$ cat config.mk
export PLATFORM = sky130hd
export DESIGN_NAME = burst_rdy_gen
export DESIGN_NICKNAME = d
export VERILOG_FILES = /design/src/rtl/burst_rdy_pkg.sv /design/src/rtl/burst_seq.sv /design/src/rtl/burst_word_src.sv /design/src/rtl/burst_rdy_sel.sv /design/src/rtl/burst_rdy_gen.sv
export SDC_FILE = /design/constraint.sdc
export NUM_CORES = 1
export LEC_CHECK = 0
export BUFFER_PORTS_ARGS = -buffer_cell sky130_fd_sc_hd__buf_2
export CAP_MARGIN = 20
export CORE_MARGIN = 3
export CORE_UTILIZATION = 40
export DETAILED_ROUTE_END_ITERATION = 8
export GPL_ROUTABILITY_DRIVEN = 0
export SYNTH_ARGS = -nofsm -noshare
export SYNTH_HDL_FRONTEND = slang
export SYNTH_SLANG_ARGS = --single-unit
$ cat constraint.sdc
create_clock -name clk -period 8.2 [get_ports clk]
set_input_delay 1.23 -clock clk [delete_from_list [all_inputs] [get_ports clk]]
set_output_delay 1.23 -clock clk [all_outputs]
set_load 0.02 [all_outputs]
$ cat src/rtl/burst_rdy_pkg.sv
package burst_rdy_pkg;

    typedef enum logic [1:0] {
        BS_IDLE = 2'd0,
        BS_LAT  = 2'd1,
        BS_DATA = 2'd2
    } burst_state_e;

    typedef struct packed {
        burst_state_e st;
        logic         fresh;
    } seq_flags_t;

    localparam int unsigned DEF_ADDR_W    = 16;
    localparam int unsigned DEF_DATA_W    = 16;
    localparam int unsigned DEF_WS_W      = 3;
    localparam int unsigned DEF_WS_MAX    = 5;
    localparam int unsigned DEF_ROW_WORDS = 64;
    localparam int unsigned DEF_STALL     = 2;
    localparam int unsigned DEF_BANK_W    = 2;
    localparam int unsigned LAT_OFFSET    = 2;

    localparam logic [31:0] PAT_MUL = 32'h0000_9E37;
    localparam logic [31:0] PAT_XOR = 32'h0000_A5C3;

    function automatic int unsigned sat_ws(input int unsigned code, input int unsigned cap);
        return (code > cap) ? cap : code;
    endfunction

    function automatic logic [31:0] pattern_word(input logic [31:0] a);
        return (a * PAT_MUL) ^ PAT_XOR;
    endfunction

endpackage

$ cat src/rtl/burst_seq.sv
module burst_seq
    import burst_rdy_pkg::*;
#(
    parameter int unsigned AW        = DEF_ADDR_W,
    parameter int unsigned WS_W      = DEF_WS_W,
    parameter int unsigned WS_MAX    = DEF_WS_MAX,
    parameter int unsigned ROW_WORDS = DEF_ROW_WORDS,
    parameter int unsigned STALL     = DEF_STALL
) (
    input  logic          clk,
    input  logic          rst,
    input  logic          ce_n,
    input  logic          avd_n,
    input  logic [AW-1:0] addr_in,
    input  logic [WS_W-1:0] ws_code,
    output logic          pres_en,
    output logic [AW-1:0] pres_addr,
    output logic [AW-1:0] cur_addr,
    output logic          fresh,
    output logic          fresh_next
);
    localparam int unsigned ROW_BITS = $clog2(ROW_WORDS);
    localparam int unsigned LAT_W    = $clog2(WS_MAX + LAT_OFFSET + 1);
    localparam int unsigned STALL_W  = $clog2(STALL + 1);

    seq_flags_t           flags_q, flags_d;
    logic [LAT_W-1:0]     lat_q, lat_d;
    logic [STALL_W-1:0]   stall_q, stall_d;
    logic [AW-1:0]        addr_q, addr_d;
    logic [LAT_W-1:0]     lat_load;

    function automatic logic row_end(input logic [AW-1:0] a);
        return &a[ROW_BITS-1:0];
    endfunction

    assign lat_load = LAT_W'(sat_ws(32'(ws_code), WS_MAX) + LAT_OFFSET);

    always_comb begin
        flags_d       = flags_q;
        flags_d.fresh = 1'b0;
        lat_d         = lat_q;
        stall_d       = stall_q;
        addr_d        = addr_q;
        pres_en       = 1'b0;
        pres_addr     = addr_q;
        if (ce_n) begin
            flags_d.st = BS_IDLE;
            stall_d    = '0;
        end else if (!avd_n) begin
            flags_d.st = BS_LAT;
            lat_d      = lat_load;
            addr_d     = addr_in;
            stall_d    = '0;
        end else begin
            unique case (flags_q.st)
                BS_LAT: begin
                    if (lat_q == LAT_W'(1)) begin
                        flags_d.st    = BS_DATA;
                        flags_d.fresh = 1'b1;
                        pres_en       = 1'b1;
                        stall_d       = row_end(addr_q) ? STALL_W'(STALL) : '0;
                    end else begin
                        lat_d = lat_q - LAT_W'(1);
                    end
                end
                BS_DATA: begin
                    if (stall_q != '0) begin
                        stall_d = stall_q - STALL_W'(1);
                    end else begin
                        addr_d        = addr_q + AW'(1);
                        pres_addr     = addr_d;
                        pres_en       = 1'b1;
                        flags_d.fresh = 1'b1;
                        stall_d       = row_end(addr_d) ? STALL_W'(STALL) : '0;
                    end
                end
                default: ;
            endcase
        end
    end

    always_ff @(posedge clk) begin
        if (rst) begin
            flags_q <= '{st: BS_IDLE, fresh: 1'b0};
            lat_q   <= '0;
            stall_q <= '0;
            addr_q  <= '0;
        end else begin
            flags_q <= flags_d;
            lat_q   <= lat_d;
            stall_q <= stall_d;
            addr_q  <= addr_d;
        end
    end

    assign cur_addr   = addr_q;
    assign fresh      = flags_q.fresh;
    assign fresh_next = ((flags_q.st == BS_LAT) && (lat_q == LAT_W'(1))) ||
                        ((flags_q.st == BS_DATA) && (stall_q == '0));

endmodule

$ cat src/rtl/burst_word_src.sv
module burst_word_src
    import burst_rdy_pkg::*;
#(
    parameter int unsigned        AW     = DEF_ADDR_W,
    parameter int unsigned        DW     = DEF_DATA_W,
    parameter int unsigned        BANK_W = DEF_BANK_W,
    parameter logic [DW-1:0]      STATUS = DW'(16'h0080)
) (
    input  logic                  clk,
    input  logic                  rst,
    input  logic                  pres_en,
    input  logic [AW-1:0]         pres_addr,
    input  logic [(1<<BANK_W)-1:0] bank_busy,
    output logic [DW-1:0]         word_q
);
    localparam int unsigned BANKS = 1 << BANK_W;

    logic [BANK_W-1:0] bank;
    logic [BANKS-1:0]  hit;
    logic              busy_hit;
    logic [DW-1:0]     array_word;

    assign bank = pres_addr[AW-1 -: BANK_W];

    for (genvar b = 0; b < BANKS; b++) begin : g_bank
        assign hit[b] = bank_busy[b] && (bank == BANK_W'(b));
    end

    assign busy_hit   = |hit;
    assign array_word = DW'(pattern_word(32'(pres_addr)));

    always_ff @(posedge clk) begin
        if (rst) begin
            word_q <= '0;
        end else if (pres_en) begin
            word_q <= busy_hit ? STATUS : array_word;
        end
    end

endmodule

$ cat src/rtl/burst_rdy_sel.sv
module burst_rdy_sel (
    input  logic fresh,
    input  logic fresh_next,
    input  logic rdy_lead,
    output logic rdy
);
    assign rdy = rdy_lead ? fresh_next : fresh;
endmodule

$ cat src/rtl/burst_rdy_gen.sv
module burst_rdy_gen
    import burst_rdy_pkg::*;
#(
    parameter int unsigned AW        = DEF_ADDR_W,
    parameter int unsigned DW        = DEF_DATA_W,
    parameter int unsigned WS_W      = DEF_WS_W,
    parameter int unsigned WS_MAX    = DEF_WS_MAX,
    parameter int unsigned ROW_WORDS = DEF_ROW_WORDS,
    parameter int unsigned STALL     = DEF_STALL,
    parameter int unsigned BANK_W    = DEF_BANK_W
) (
    input  logic                   clk,
    input  logic                   rst,
    input  logic                   ce_n,
    input  logic                   oe_n,
    input  logic                   avd_n,
    input  logic [AW-1:0]          addr_in,
    input  logic [WS_W-1:0]        ws_code,
    input  logic                   rdy_lead,
    input  logic [(1<<BANK_W)-1:0] bank_busy,
    output logic [DW-1:0]          dout,
    output logic                   dout_oe,
    output logic                   rdy
);
    logic          pres_en;
    logic [AW-1:0] pres_addr;
    logic [AW-1:0] cur_addr;
    logic          fresh;
    logic          fresh_next;
    logic [DW-1:0] word_q;

    burst_seq #(
        .AW(AW), .WS_W(WS_W), .WS_MAX(WS_MAX), .ROW_WORDS(ROW_WORDS), .STALL(STALL)
    ) u_seq (
        .clk(clk), .rst(rst), .ce_n(ce_n), .avd_n(avd_n),
        .addr_in(addr_in), .ws_code(ws_code),
        .pres_en(pres_en), .pres_addr(pres_addr), .cur_addr(cur_addr),
        .fresh(fresh), .fresh_next(fresh_next)
    );

    burst_word_src #(
        .AW(AW), .DW(DW), .BANK_W(BANK_W)
    ) u_src (
        .clk(clk), .rst(rst), .pres_en(pres_en), .pres_addr(pres_addr),
        .bank_busy(bank_busy), .word_q(word_q)
    );

    burst_rdy_sel u_rdy (
        .fresh(fresh), .fresh_next(fresh_next), .rdy_lead(rdy_lead), .rdy(rdy)
    );

    assign dout_oe = !ce_n && !oe_n;
    assign dout    = dout_oe ? word_q : '0;

endmodule

[Yosys cells after proc, flatten, opt, wreduce, memory -nomap -nowiden]
Index checks and enable logic that the tools add are counted.
Storage, ports and cells
  register bits after elaboration: 40
  input bits: 29
  word-level logic and storage cells: 75
  output and inout bits: 18
Operators by class
  order comparisons: 1
  add/sub/neg operators: 4
  bitwise gates (word level): 3
  multiply operators: 1
  reduce and logical (&&, ||, !) cells: 23
  equal/unequal tests: 10
  mux-type cells: 26
Operators with widths (count)
  2-to-1 mux 16 bit: 7
  adder 16 x 1 -> 16 bit (second input constant): 1
  multiplier 16 x 16 -> 16 bit (second input constant): 1
  2-to-1 mux 3 bit: 4
  AND reduction 6 bit: 2
  2-to-1 mux 2 bit: 5
  NOT 8 bit: 1
  logical AND 1 bit: 7
  2-to-1 mux 1 bit: 7
  == test 2 bit (second input constant): 3
  AND reduction 2 bit: 3
  == test 2 x 1 -> 1 bit (second input constant): 2
  logical NOT 2 bit: 2
  != test 2 x 1 -> 1 bit (second input constant): 2
  != test 2 bit (second input constant): 2
  one-hot mux 1 bit (2 select lines): 2
  one-hot mux 2 bit (2 select lines): 1
  nonzero test 2 bit: 2
  OR reduction 4 bit: 1
  adder 3 x 2 -> 3 bit (second input constant): 1
  == test 3 x 1 -> 1 bit (second input constant): 1
  > comparator 3 bit (second input constant): 1
  AND reduction 3 bit: 1
  OR reduction 3 bit: 1
  6 further kinds: 8

[Depth between registers and ports, before layout]
Gate-level depths: netlist of run 1.
  depth after elaboration: 9
  mapped depth: 28
  gate-level depth less buffers: 27

[Cells and area by module]
From an unflattened synthesis of run 1, not the netlist that was laid out.
Second synthesis, totals
  cell total of the unflattened synthesis: 617
  area total of the unflattened synthesis: 5177.5 um2
By module, submodules not included
  burst_word_src: cells an instance 333, sequential area each 320.3 um2, area an instance 3071.7 um2, instances 1
  burst_seq: cells an instance 262, sequential area each 480.5 um2, area an instance 1868.0 um2, instances 1
  burst_rdy_gen: cells an instance 21, sequential area each 0.0 um2, area an instance 222.7 um2, instances 1
  burst_rdy_sel: cells an instance 1, sequential area each 0.0 um2, area an instance 15.0 um2, instances 1

[Least setup slack after synthesis of run 1]
OpenSTA, ideal clock, no wires.
  kind: input port to flip-flop
  start: in avd_n
  end: reg u_src.word_q[15]
  path buffers: 2
  path slack: 1.517 ns
  data required time: 8.072 ns
  cell stages on the path: 24
  setup time: 0.128 ns
  data arrival time: 6.556 ns
  cell sequence: buf_2 nor2b_1 buf_2 nand2_1 xor2_1 inv_1 ha_1 inv_1 fa_1 fa_1 inv_1 fa_1 inv_1 fa_1 fa_1 xnor2_1 xnor2_1 xnor2_1 xnor2_1 xnor3_1 xnor3_1 or3_1 a32oi_1 nor2_1
On the way
  word-level cells in the longest chain between the ends: 6
  elaborated cells between the ends (all ways): 16
  those cells by class: mul (1); eq/ne (3); mux (5); bitwise (1); reduce/logical (6)
RTL lines
  start: declaration: line burst_rdy_gen.sv:16  | input logic avd_n,
  parallel branches: the longest is 6 deep, another holds multiplier 16 x 16 -> 16 bit
  end signal: assignment: line burst_word_src.sv:36  | word_q <= busy_hit ? STATUS : array_word;
  end: declaration: line burst_word_src.sv:14  | output logic [DW-1:0] word_q
Several ways; the timed one is not identified.
A chain may end at the register's enable or synchronous reset.

[Final worst setup path of run 1]
Ends and elaborated chain as after synthesis.

==> results of run 1 <==
-- cells by family (layout without fill, tap and decap cells) --
group | Yosys count | in the layout | share of synthesized area
buf+inv | 141 | 170 | 0.110
simple gates | 181 | 181 | 0.179
fa+ha+maj | 102 | 102 | 0.321
compound gates | 106 | 106 | 0.131
flops | 40 | 40 | 0.162
xor+xnor | 44 | 44 | 0.0836
mux | 5 | 5 | 0.0132
-- power by group through the flow --
stage	sequential, W	clock, W	combinational (W)
6_report	0.000208	0.000226	0.000380
2_1_floorplan	0.000208	0	0.000304
3_3_place_gp	0.000212	0	0.000372
3_5_place_dp	0.000212	0	0.000383
4_1_cts	0.000208	0.000232	0.000387
5_1_grt	0.000209	0.000242	0.000445
-- critical path, cell delays in order --
cell	delay, ns
buf_2	0.08
nor2b_1	0.64
nand3_1	0.18
xnor2_1	0.49
ha_1	0.38
inv_1	0.11
fa_1	0.42
fa_1	0.52
inv_1	0.05
fa_1	0.48
inv_1	0.06
fa_1	0.50
fa_1	0.45
xnor2_1	0.21
xnor2_1	0.16
xnor2_1	0.15
xnor2_1	0.14
xnor3_1	0.23
xnor3_1	0.23
or3_1	0.39
a32oi_1	0.20
nor2_1	0.06
-- placed cells by master (no fill, tap or decap), types with 3 or more instances in the layout --
cell type	n
fa_1	41
xor2_1	15
a21o_1	13
or3_1	5
a21oi_1	53
nand2b_1	3
dfxtp_1	40
o21bai_1	4
a221oi_1	3
nor2_1	67
ha_1	61
o21ai_0	10
and2_1	19
clkbuf_16	5
xnor2_1	27
buf_2	46
nand3_1	16
nand2_1	25
a31oi_1	3
and3_1	6
nand4_1	5
nor2b_1	5
nor3_1	18
a22oi_1	5
buf_4	4
a211oi_1	4
inv_1	112
nor4_1	3
or4_1	3
-- how the worst min path moves through the flow --
stage          cells past startpoint  slack [ns]             start          endpoint
2_1_floorplan                      2        0.43  u_src.word_q[14]  u_src.word_q[14]
3_3_place_gp                       2        0.46   u_src.word_q[8]   u_src.word_q[8]
3_5_place_dp                       2        0.45  u_src.word_q[14]  u_src.word_q[14]
4_1_cts                            2        0.46  u_src.word_q[14]  u_src.word_q[14]
5_1_grt                            2        0.49  u_src.word_q[14]  u_src.word_q[14]
6_report                           2        0.46  u_src.word_q[14]  u_src.word_q[14]
-- layout make-up --
class / count / area, um^2 / share of cell area
tap: 164 / 205 / 0.0377
multi-input combinational: 438 / 3590 / 0.660
timing repair buffer: 50 / 260 / 0.0478
sequential: 40 / 801 / 0.147
clock inverter: 2 / 35.0 / 0.00643
inverter: 112 / 420 / 0.0772
clock buffer: 6 / 129 / 0.0237
-- registers in the layout (all words and copies together) (netlist names) --
| signal | cells |
|---|---|
| u_seq.cur_addr | 16 |
| u_seq.flags_q | 2 |
| u_seq.fresh | 1 |
| u_seq.lat_q | 3 |
| u_seq.stall_q | 2 |
| u_src.word_q | 16 |
-- per-layer routing --
layer  vias to the layer above  global-route usage
met3                        15              0.0278
met5                         -                   0
met1                      1932               0.232
li1                       2072                   -
met4                         0              0.0497
met2                        78               0.298
-- per-stage QoR --
stage	cells	total power, W
3_5_place_dp	804	0.000595
4_1_cts	812	0.000827
5_1_grt	812	0.000897
6_report	812	0.000814
3_3_place_gp	804	0.000585
2_1_floorplan	619	0.000512
==> Implementation_results.wiki, run 1 <==
{| class="wikitable"
! Metric !! Value
|-
| DRC violation count after routing || 0
|-
| Most common cell in the netlist || inv_1
|-
| Sequential fraction of the synthesis area || 0.162
|-
| CTS Buf Count || 5
|-
| Total overflow reported by the global router || 0
|-
| Pint || 0.000509 W
|-
| Final antenna diode count || 0
|-
| Layout cells sized above 1 || 0.0957
|-
| Final max-slew violation count || 0
|-
| Type of the setup path with the least slack || in2reg
|-
| Power density normalized to cell area || ~150 mW/mm^2
|-
| Routed met1 length || 5330 um
|-
| Period minus WS final || 7.23 ns
|-
| Overall die area || 0.0137 mm^2
|-
| HPWL Detailed || around 9000 um
|-
| Post-synth EDFFs || 0
|-
| Detailed-router iteration count before antenna repair || 4
|-
| Final cell area excluding filler cells || between 0.005 and 0.006 mm^2
|-
| Fraction of power consumed by the clock network || 0.277
|-
| Synthesis warning total || 0
|-
| Top layer in use || met4
|-
| Share of flip-flops with an asynchronous set or reset after synthesis || 0
|-
| Max Cap Viol || 0
|-
| Fmax achieved || 138 MHz
|-
| Reg2reg path depth || 24
|-
| Switching share of total power || 0.375
|-
| Clock tree root buffer cell || clkbuf_16
|-
| Arrival time at the worst endpoint || 7.38 ns
|-
| Setup slack on the worst flop-to-flop path || 1.18 ns
|-
| Post-Synthesis Net Count || 750
|-
| Clock-pin slew on the worst setup and hold paths || 0.06 ns
|-
| RR Startpoint || u_seq.cur_addr[0]
|-
| GRT Overall Usage || 0.175
|-
| Final-layout setup total negative slack || 0 ns
|-
| Mean number of vias per cell || 5.05
|-
| Reg-to-reg critical path endpoint || u_src.word_q[15]
|-
| Worst Slack Setup Final || ~0.97 ns
|-
| Part of the total power dissipated in sequential elements || 0.256
|-
| Period utilization || 0.882
|-
| Filler cell count || 1171
|-
| Largest net degree at the start of global routing || a little over 40
|-
| Startpoint class of the critical path || input pin
|-
| Max rail drop VDD || 0.0946 mV
|-
| Netlist cell types || 49
|-
| Commonest cells in the netlist || inv_1, nor2_1, ha_1
|-
| Actual slew at the worst max-slew pin || 0.856 ns
|-
| Run status || finished, final reports clean
|-
| Metal3 WL || 339 um
|-
| Unrepaired setup endpoints after global routing || false
|-
| CTS H-tree lvls || 2
|-
| Clock sink total || 40
|-
| Number of port buffers || between 40 and 50
|-
| Static Leak || 2.67 nW
|-
| Netlist area before placement || 0.00494 mm^2
|-
| Die height || roughly 120 um
|-
| First-iteration detailed-routing DRC count || 197
|-
| Top area cells in the synthesized netlist || fa_1, dfxtp_1, ha_1, inv_1, a21oi_1
|-
| Largest fanout of any net on the critical path || 10
|-
| Launching instance or port of the critical path || avd_n
|-
| Relative slew margins || 0.427
|-
| Cell Area, Placed || 0.00528 mm^2
|-
| PostCTS Resize Cnt || 0
|-
| Hold buffer count at CTS || 0
|-
| Detailed-routed wire length on met2 || approximately 5500 um
|-
| Post-Place Worst Slack || 0.664 ns
|-
| Drt wl/cell || 14.0 um
|-
| Horizontal die dimension || 117 um
|-
| Effective utilization at floorplan || 0.420
|-
| Number of nets still failing antenna checks after routing || 0
|-
| Setup-failing EPs final || 0
|-
| Total via count after detailed routing || 4097
|-
| Number of top-level pins || 47
|-
| Syn_area_per_cell || 7.98 um^2
|-
| Hold violation total from the final report || 0
|-
| Antenna violations before repair || 0
|-
| Capturing instance or port of the critical path || u_src.word_q[15]
|-
| Worst Setup End Kind || register
|-
| Most area-hungry cell type in the Yosys netlist || fa_1
|-
| P&R area growth vs syn || 10.3%
|-
| Worst min-delay path category || reg2reg
|-
| Worst Hold Margin || 0.462 ns
|-
| End-of-flow core utilization || 0.463
|-
| Placeable Area || 0.0118 mm^2
|-
| Wire length of the first global-routing pass || 19200 um
|-
| Clock tree from TritonCTS || built
|-
| Final setup skew || 0.00694 ns
|-
| Number of flip-flops and latches in the synthesized netlist || 40
|-
| Number of buffers added for setup after CTS || 0
|-
| Leading register cell type out of synthesis || dfxtp_1
|-
| Clock latency of the later-clocked register in the worst-skew pair || 0.29 ns
|-
| Proportion of power drawn by combinational gates || 0.467
|-
| Row count || 39
|-
| Worst Path Required || 8.35 ns
|-
| CTS Buffer Depth || 2
|-
| WL final || about 11000 um
|-
| Number of global-route vias before repair || 4051
|-
| Mapped Cells || 619
|-
| Final Net Count || 778
|-
| Fraction of post-synthesis cell area in the top cell type by area || 0.166
|-
| Power dissipated by switching net loads || 0.000305 W
|}
Note: power is estimated with default switching activity, not from simulation.
==> run 2, diff against run 1 <==
Settings changed: RECOVER_POWER from default to 50.
==> Implementation_results.wiki, run 2 (same netlist as run 1, synthesis figures left out) <==
{| class="wikitable"
! Metric !! Value
|-
| Run status || finished, final reports clean (unchanged)
|-
| CTS Buf Count || 5 (unchanged)
|-
| Cell with the largest stage delay on the worst path || fa_1 (was nor2b_1)
|-
| Max rail drop VDD || 0.0946 mV (about the same)
|-
| Commonest non-fill, non-tap cell in the layout || inv_1 (unchanged)
|-
| Clock sink total || 40 (unchanged)
|-
| Total via count after detailed routing || 4091 (was 4097)
|-
| Metal3 WL || 314 um (was 339 um)
|-
| Max Cap Viol || 0 (unchanged)
|-
| HPWL Detailed || 9160 um (unchanged)
|-
| Clock-pin slew on the worst setup and hold paths || 0.06 ns (about the same)
|-
| P&R area growth vs syn || 9.91% (was 10.3%)
|-
| Wire length of the first global-routing pass || 19200 um (unchanged)
|-
| PostCTS Resize Cnt || 0 (unchanged)
|-
| Row count || 39 (unchanged)
|-
| CTS H-tree lvls || 2 (unchanged)
|-
| Final max-slew violation count || 0 (unchanged)
|-
| Detailed-router iteration count before antenna repair || 4 (unchanged)
|-
| Number of buffers added for setup after CTS || 0 (unchanged)
|-
| CTS Buffer Depth || 2 (unchanged)
|-
| Antenna violations before repair || 0 (unchanged)
|-
| Number of global-route vias before repair || 4051 (unchanged)
|-
| Startpoint class of the critical path || register (was input pin)
|-
| Unrepaired setup endpoints after global routing || false (unchanged)
|-
| Worst Path Required || 8.35 ns (about the same)
|-
| Static Leak || 2.66 nW (was 2.67 nW)
|-
| Hold buffer count at CTS || 0 (unchanged)
|-
| Layout cells sized above 1 || 0.0895 (was 0.0957)
|-
| Top layer in use || met4 (unchanged)
|-
| Routed met1 length || 5380 um (was 5330 um)
|-
| Actual slew at the worst max-slew pin || 0.852 ns (was 0.856 ns)
|-
| Mean number of vias per cell || 5.04 (was 5.05)
|-
| Largest net degree at the start of global routing || 41 (unchanged)
|-
| Filler cell count || 1174 (was 1171)
|-
| Period utilization || 0.894 (was 0.882)
|-
| Die height || 117 um (unchanged)
|-
| Drt wl/cell || 14.0 um (about the same)
|-
| Period minus WS final || 7.33 ns (was 7.23 ns)
|-
| Fmax achieved || 136 MHz (was 138 MHz)
|-
| Number of port buffers || 46 (unchanged)
|-
| Final antenna diode count || 0 (unchanged)
|-
| Overall die area || 0.0137 mm^2 (unchanged)
|-
| Number of nets still failing antenna checks after routing || 0 (unchanged)
|-
| Hold violation total from the final report || 0 (unchanged)
|-
| Placeable Area || 0.0118 mm^2 (unchanged)
|-
| Worst Setup End Kind || register (unchanged)
|-
| Power density normalized to cell area || 150 mW/mm^2 (about the same)
|-
| Final Net Count || 778 (unchanged)
|-
| Most used cells in the layout excluding fill and tap cells || inv_1, nor2_1, ha_1 (unchanged)
|-
| End-of-flow core utilization || 0.462 (was 0.463)
|-
| Clock tree from TritonCTS || built (unchanged)
|-
| WL final || 11400 um (about the same)
|-
| Worst path max stage delay || 0.50 ns (was 0.64 ns)
|-
| Total overflow reported by the global router || 0 (unchanged)
|-
| Effective utilization at floorplan || 0.420 (unchanged)
|-
| Relative slew margins || 0.432 (was 0.427)
|-
| Clock tree root buffer cell || clkbuf_16 (unchanged)
|-
| Final setup skew || 0.00709 ns (was 0.00694 ns)
|-
| Horizontal die dimension || 117 um (unchanged)
|-
| Setup-failing EPs final || 0 (unchanged)
|-
| Largest fanout of any net on the critical path || 12 (was 10)
|-
| Number of top-level pins || 47 (unchanged)
|-
| First-iteration detailed-routing DRC count || 203 (was 197)
|-
| GRT Overall Usage || 0.175 (unchanged)
|-
| DRC violation count after routing || 0 (unchanged)
|-
| Final-layout setup total negative slack || 0 ns (unchanged)
|-
| Clock latency of the later-clocked register in the worst-skew pair || 0.29 ns (about the same)
|-
| Detailed-routed wire length on met2 || 5420 um (was 5480 um)
|-
| Worst min-delay path category || reg2reg (unchanged)
|-
| Arrival time at the worst endpoint || 7.47 ns (was 7.38 ns)
|-
| Type of the setup path with the least slack || reg2reg (was in2reg)
|}
run 2: changes by cell type in the layout (fill, tap and decap cells not counted), sizes merged:
cell and delta:
buf -3, clkbuf +3
run 2: power by group:
group	leakage (nW)	internal (W)	switching (W)	total [W]
sequential	0.325	0.000200	0.00000826	0.000208
combinational	2.25	0.000165	0.000215	0.000380
clock	0.0808	0.000143	0.0000821	0.000225
total	2.66	0.000509	0.000305	0.000814
run 2: area by class of cell:
type	instances	area [um^2]	area share
clock inverter	2	35.0	0.00645
timing repair buffer	50	254	0.0468
clock buffer	6	129	0.0237
multi-input combinational	438	3580	0.660
tap	164	205	0.0378
sequential	40	801	0.148
inverter	112	420	0.0775
run 2: path summary, 6_finish.rpt:
path / from / end / slack [ns] / depth (start not counted)
max: u_seq.flags_q[1] / u_src.word_q[15] / 0.87 / 27
min: u_src.word_q[14] / u_src.word_q[14] / 0.46 / 2
max reg2reg: u_seq.flags_q[1] / u_src.word_q[15] / 0.87 / 27
min reg2reg: u_src.word_q[14] / u_src.word_q[14] / 0.46 / 2
run 2: through the flow:
stage                     worst slack (ns)  total power [W]  hold slack [ns]  instance area [um^2]  std cells
after floorplan                       1.52         0.000512            0.432                  4940        619
after global placement               0.819         0.000585            0.460                  5280        804
after detailed placement             0.664         0.000595            0.451                  5280        804
after CTS                            0.978         0.000827            0.460                  5450        812
after global routing                 0.424         0.000897            0.492                  5430        812
final                                0.872         0.000814            0.462                  5430        812
run 2: critical path: cells and delay by family, from the launching register on:
family / cells / cell delay [ns]
xor gates and xnor gates: 8 / 1.77
DFF: 1 / 0.32
and+or+nand+nor: 6 / 1.43
AOI/OAI and AO/OA: 2 / 0.25
buffers and inverters: 4 / 0.65
adders and majority gates: 7 / 2.73
run 2: routing by layer:
layer	vias to the layer above	GRT usage
met4	0	0.0497
met2	70	0.298
met1	1933	0.232
li1	2073	-
met5	-	0
met3	15	0.0278
==> run 3, diff against run 2 <==
Settings changed: CORE_ASPECT_RATIO from default to 0.7.
==> Implementation_results.wiki, run 3 (same netlist as run 1, synthesis figures left out) <==
{| class="wikitable"
! Metric !! Value
|-
| Placeable Area || 0.0119 mm^2 (was 0.0118 mm^2)
|-
| Period minus WS final || 7.34 ns (was 7.33 ns)
|-
| Clock tree root buffer cell || clkbuf_16 (unchanged)
|-
| Cell Area, Placed || 0.00528 mm^2 (about the same)
|-
| Clock tree from TritonCTS || built (unchanged)
|-
| Horizontal die dimension || 139 um (was 117 um)
|-
| GRT Overall Usage || 0.177 (was 0.175)
|-
| Final max-slew violation count || 0 (unchanged)
|-
| Actual slew at the worst max-slew pin || 1.16 ns (was 0.852 ns)
|-
| Row count || 33 (was 39)
|-
| Fraction of power consumed by the clock network || 0.283 (was 0.277)
|-
| Number of global-route vias before repair || 3824 (was 4051)
|-
| Final Net Count || 779 (was 778)
|-
| CTS H-tree lvls || 2 (unchanged)
|-
| Static Leak || 2.66 nW (about the same)
|-
| Number of top-level pins || 47 (unchanged)
|-
| Largest fanout of any net on the critical path || 16 (was 12)
|-
| Worst Path Required || 8.35 ns (about the same)
|-
| Relative slew margins || 0.225 (was 0.432)
|-
| Run status || finished, final reports clean (unchanged)
|-
| Max Cap Viol || 0 (unchanged)
|-
| Worst Slack Setup Final || 0.858 ns (was 0.872 ns)
|-
| Type of the setup path with the least slack || in2reg (was reg2reg)
|-
| P&R area growth vs syn || 10.1% (was 9.91%)
|-
| Overall die area || 0.0137 mm^2 (about the same)
|-
| Startpoint class of the critical path || input pin (was register)
|-
| Hold buffer count at CTS || 0 (unchanged)
|-
| Worst Setup End Kind || register (unchanged)
|-
| Final antenna diode count || 0 (unchanged)
|-
| Clock-pin slew on the worst setup and hold paths || 0.07 ns (was 0.06 ns)
|-
| Number of port buffers || 46 (unchanged)
|-
| Effective utilization at floorplan || 0.415 (was 0.420)
|-
| Most used cells in the layout excluding fill and tap cells || inv_1, nor2_1, ha_1 (unchanged)
|-
| Number of nets still failing antenna checks after routing || 0 (unchanged)
|-
| Max rail drop VDD || 0.0902 mV (was 0.0946 mV)
|-
| Clock latency of the later-clocked register in the worst-skew pair || 0.29 ns (about the same)
|-
| Wire length of the first global-routing pass || 19800 um (was 19200 um)
|-
| Final setup skew || 0.00990 ns (was 0.00709 ns)
|-
| Die height || 99.0 um (was 117 um)
|-
| First-iteration detailed-routing DRC count || 241 (was 203)
|-
| Period utilization || 0.895 (was 0.894)
|-
| CTS Buf Count || 5 (unchanged)
|-
| Proportion of power drawn by combinational gates || 0.472 (was 0.467)
|-
| Final-layout setup total negative slack || 0 ns (unchanged)
|-
| Setup-failing EPs final || 0 (unchanged)
|-
| CTS Buffer Depth || 2 (unchanged)
|-
| Post-route non-filler standard cell count || 806 (was 812)
|-
| DRC violation count after routing || 0 (unchanged)
|-
| Hold Crit Depth || 2 (unchanged)
|-
| Switching share of total power || 0.387 (was 0.375)
|-
| Power dissipated by switching net loads || 0.000330 W (was 0.000305 W)
|-
| Worst min-delay path category || reg2reg (unchanged)
|-
| Power density normalized to cell area || 157 mW/mm^2 (was 150 mW/mm^2)
|-
| Number of buffers added for setup after CTS || 0 (unchanged)
|-
| Final cell area excluding filler cells || 0.00544 mm^2 (was 0.00543 mm^2)
|-
| Arrival time at the worst endpoint || 7.49 ns (was 7.47 ns)
|-
| Pint || 0.000522 W (was 0.000509 W)
|-
| Post-Place Worst Slack || 0.919 ns (was 0.664 ns)
|-
| Total via count after detailed routing || 4142 (was 4091)
|-
| Hold violation total from the final report || 0 (unchanged)
|-
| Unrepaired setup endpoints after global routing || false (unchanged)
|-
| Antenna violations before repair || 0 (unchanged)
|-
| Total overflow reported by the global router || 0 (unchanged)
|-
| Part of the total power dissipated in sequential elements || 0.245 (was 0.256)
|-
| Detailed-router iteration count before antenna repair || 5 (was 4)
|-
| Fmax achieved || 136 MHz (about the same)
|-
| Clock sink total || 40 (unchanged)
|-
| Reg2reg path depth || 25 (was 27)
|-
| HPWL Detailed || 9790 um (was 9160 um)
|-
| PostCTS Resize Cnt || 0 (unchanged)
|-
| WL final || 12000 um (was 11400 um)
|-
| Mean number of vias per cell || 5.14 (was 5.04)
|-
| Cell Count Post-Placement || 798 (was 804)
|-
| Drt wl/cell || 14.9 um (was 14.0 um)
|-
| Largest net degree at the start of global routing || 41 (unchanged)
|-
| Commonest non-fill, non-tap cell in the layout || inv_1 (unchanged)
|-
| Layout cells sized above 1 || 0.0894 (was 0.0895)
|}
-- run 3: layout make-up --
type / instances / area, um^2
Multi-Input combinational cell: 438 / 3580
Inverter: 112 / 420
Clock inverter: 2 / 38.8
Timing Repair Buffer: 51 / 256
Fill cell: 1174 / 6460
Clock buffer: 6 / 139
Tap cell: 157 / 196
Sequential cell: 40 / 801
-- run 3: critical path, stage by stage --
cell      delay (ns)
clkbuf_1        0.49
nor2b_1         0.22
buf_4           0.18
nand2_1         0.20
nor2_1          0.17
xnor2_1         0.21
inv_1           0.16
ha_1            0.32
ha_1            0.35
a21o_1          0.20
ha_1            0.26
inv_1           0.06
fa_1            0.49
inv_1           0.06
fa_1            0.54
inv_1           0.06
fa_1            0.54
inv_1           0.04
ha_1            0.38
a21o_1          0.19
a21o_1          0.19
a31oi_1         0.20
a211oi_1        0.09
or3_1           0.37
a32oi_1         0.19
nor2_1          0.06
-- run 3: power groups by stage --
| stage | logic (W) | clock network, W | registers (W) |
|---|---|---|---|
| 6_report | 0.000403 | 0.000241 | 0.000209 |
| 5_1_grt | 0.000456 | 0.000256 | 0.000209 |
| 4_1_cts | 0.000403 | 0.000247 | 0.000208 |
| 3_5_place_dp | 0.000396 | 0 | 0.000213 |
| 3_3_place_gp | 0.000387 | 0 | 0.000212 |
| 2_1_floorplan | 0.000304 | 0 | 0.000208 |
-- run 3: layer usage --
metal | up-vias | share of wire | track usage
li1 | 2084 | - | -
met1 | 1917 | 0.54 | 0.295
met2 | 136 | 0.38 | 0.232
met3 | 5 | 0.071 | 0.0403
met4 | 0 | 0.0044 | 0.0203
met5 | - | 0 | 0
-- run 3: final timing paths --
path                            slack, ns             start          endpoint
worst max-delay path                 0.86             avd_n  u_src.word_q[15]
worst min-delay path                 0.47   u_src.word_q[4]   u_src.word_q[4]
worst max register to register       0.94  u_seq.flags_q[1]  u_src.word_q[15]
worst min register to register       0.47   u_src.word_q[4]   u_src.word_q[4]
-- run 3: metrics by stage --
| stage | hold WS, ns | utilization | total power, W |
|---|---|---|---|
| after floorplan | 0.432 | - | 0.000512 |
| after global placement | 0.460 | 0.444 | 0.000600 |
| after detailed placement | 0.466 | 0.444 | 0.000609 |
| after CTS | 0.481 | 0.459 | 0.000859 |
| after global routing | 0.509 | 0.457 | 0.000921 |
| final | 0.474 | 0.457 | 0.000852 |
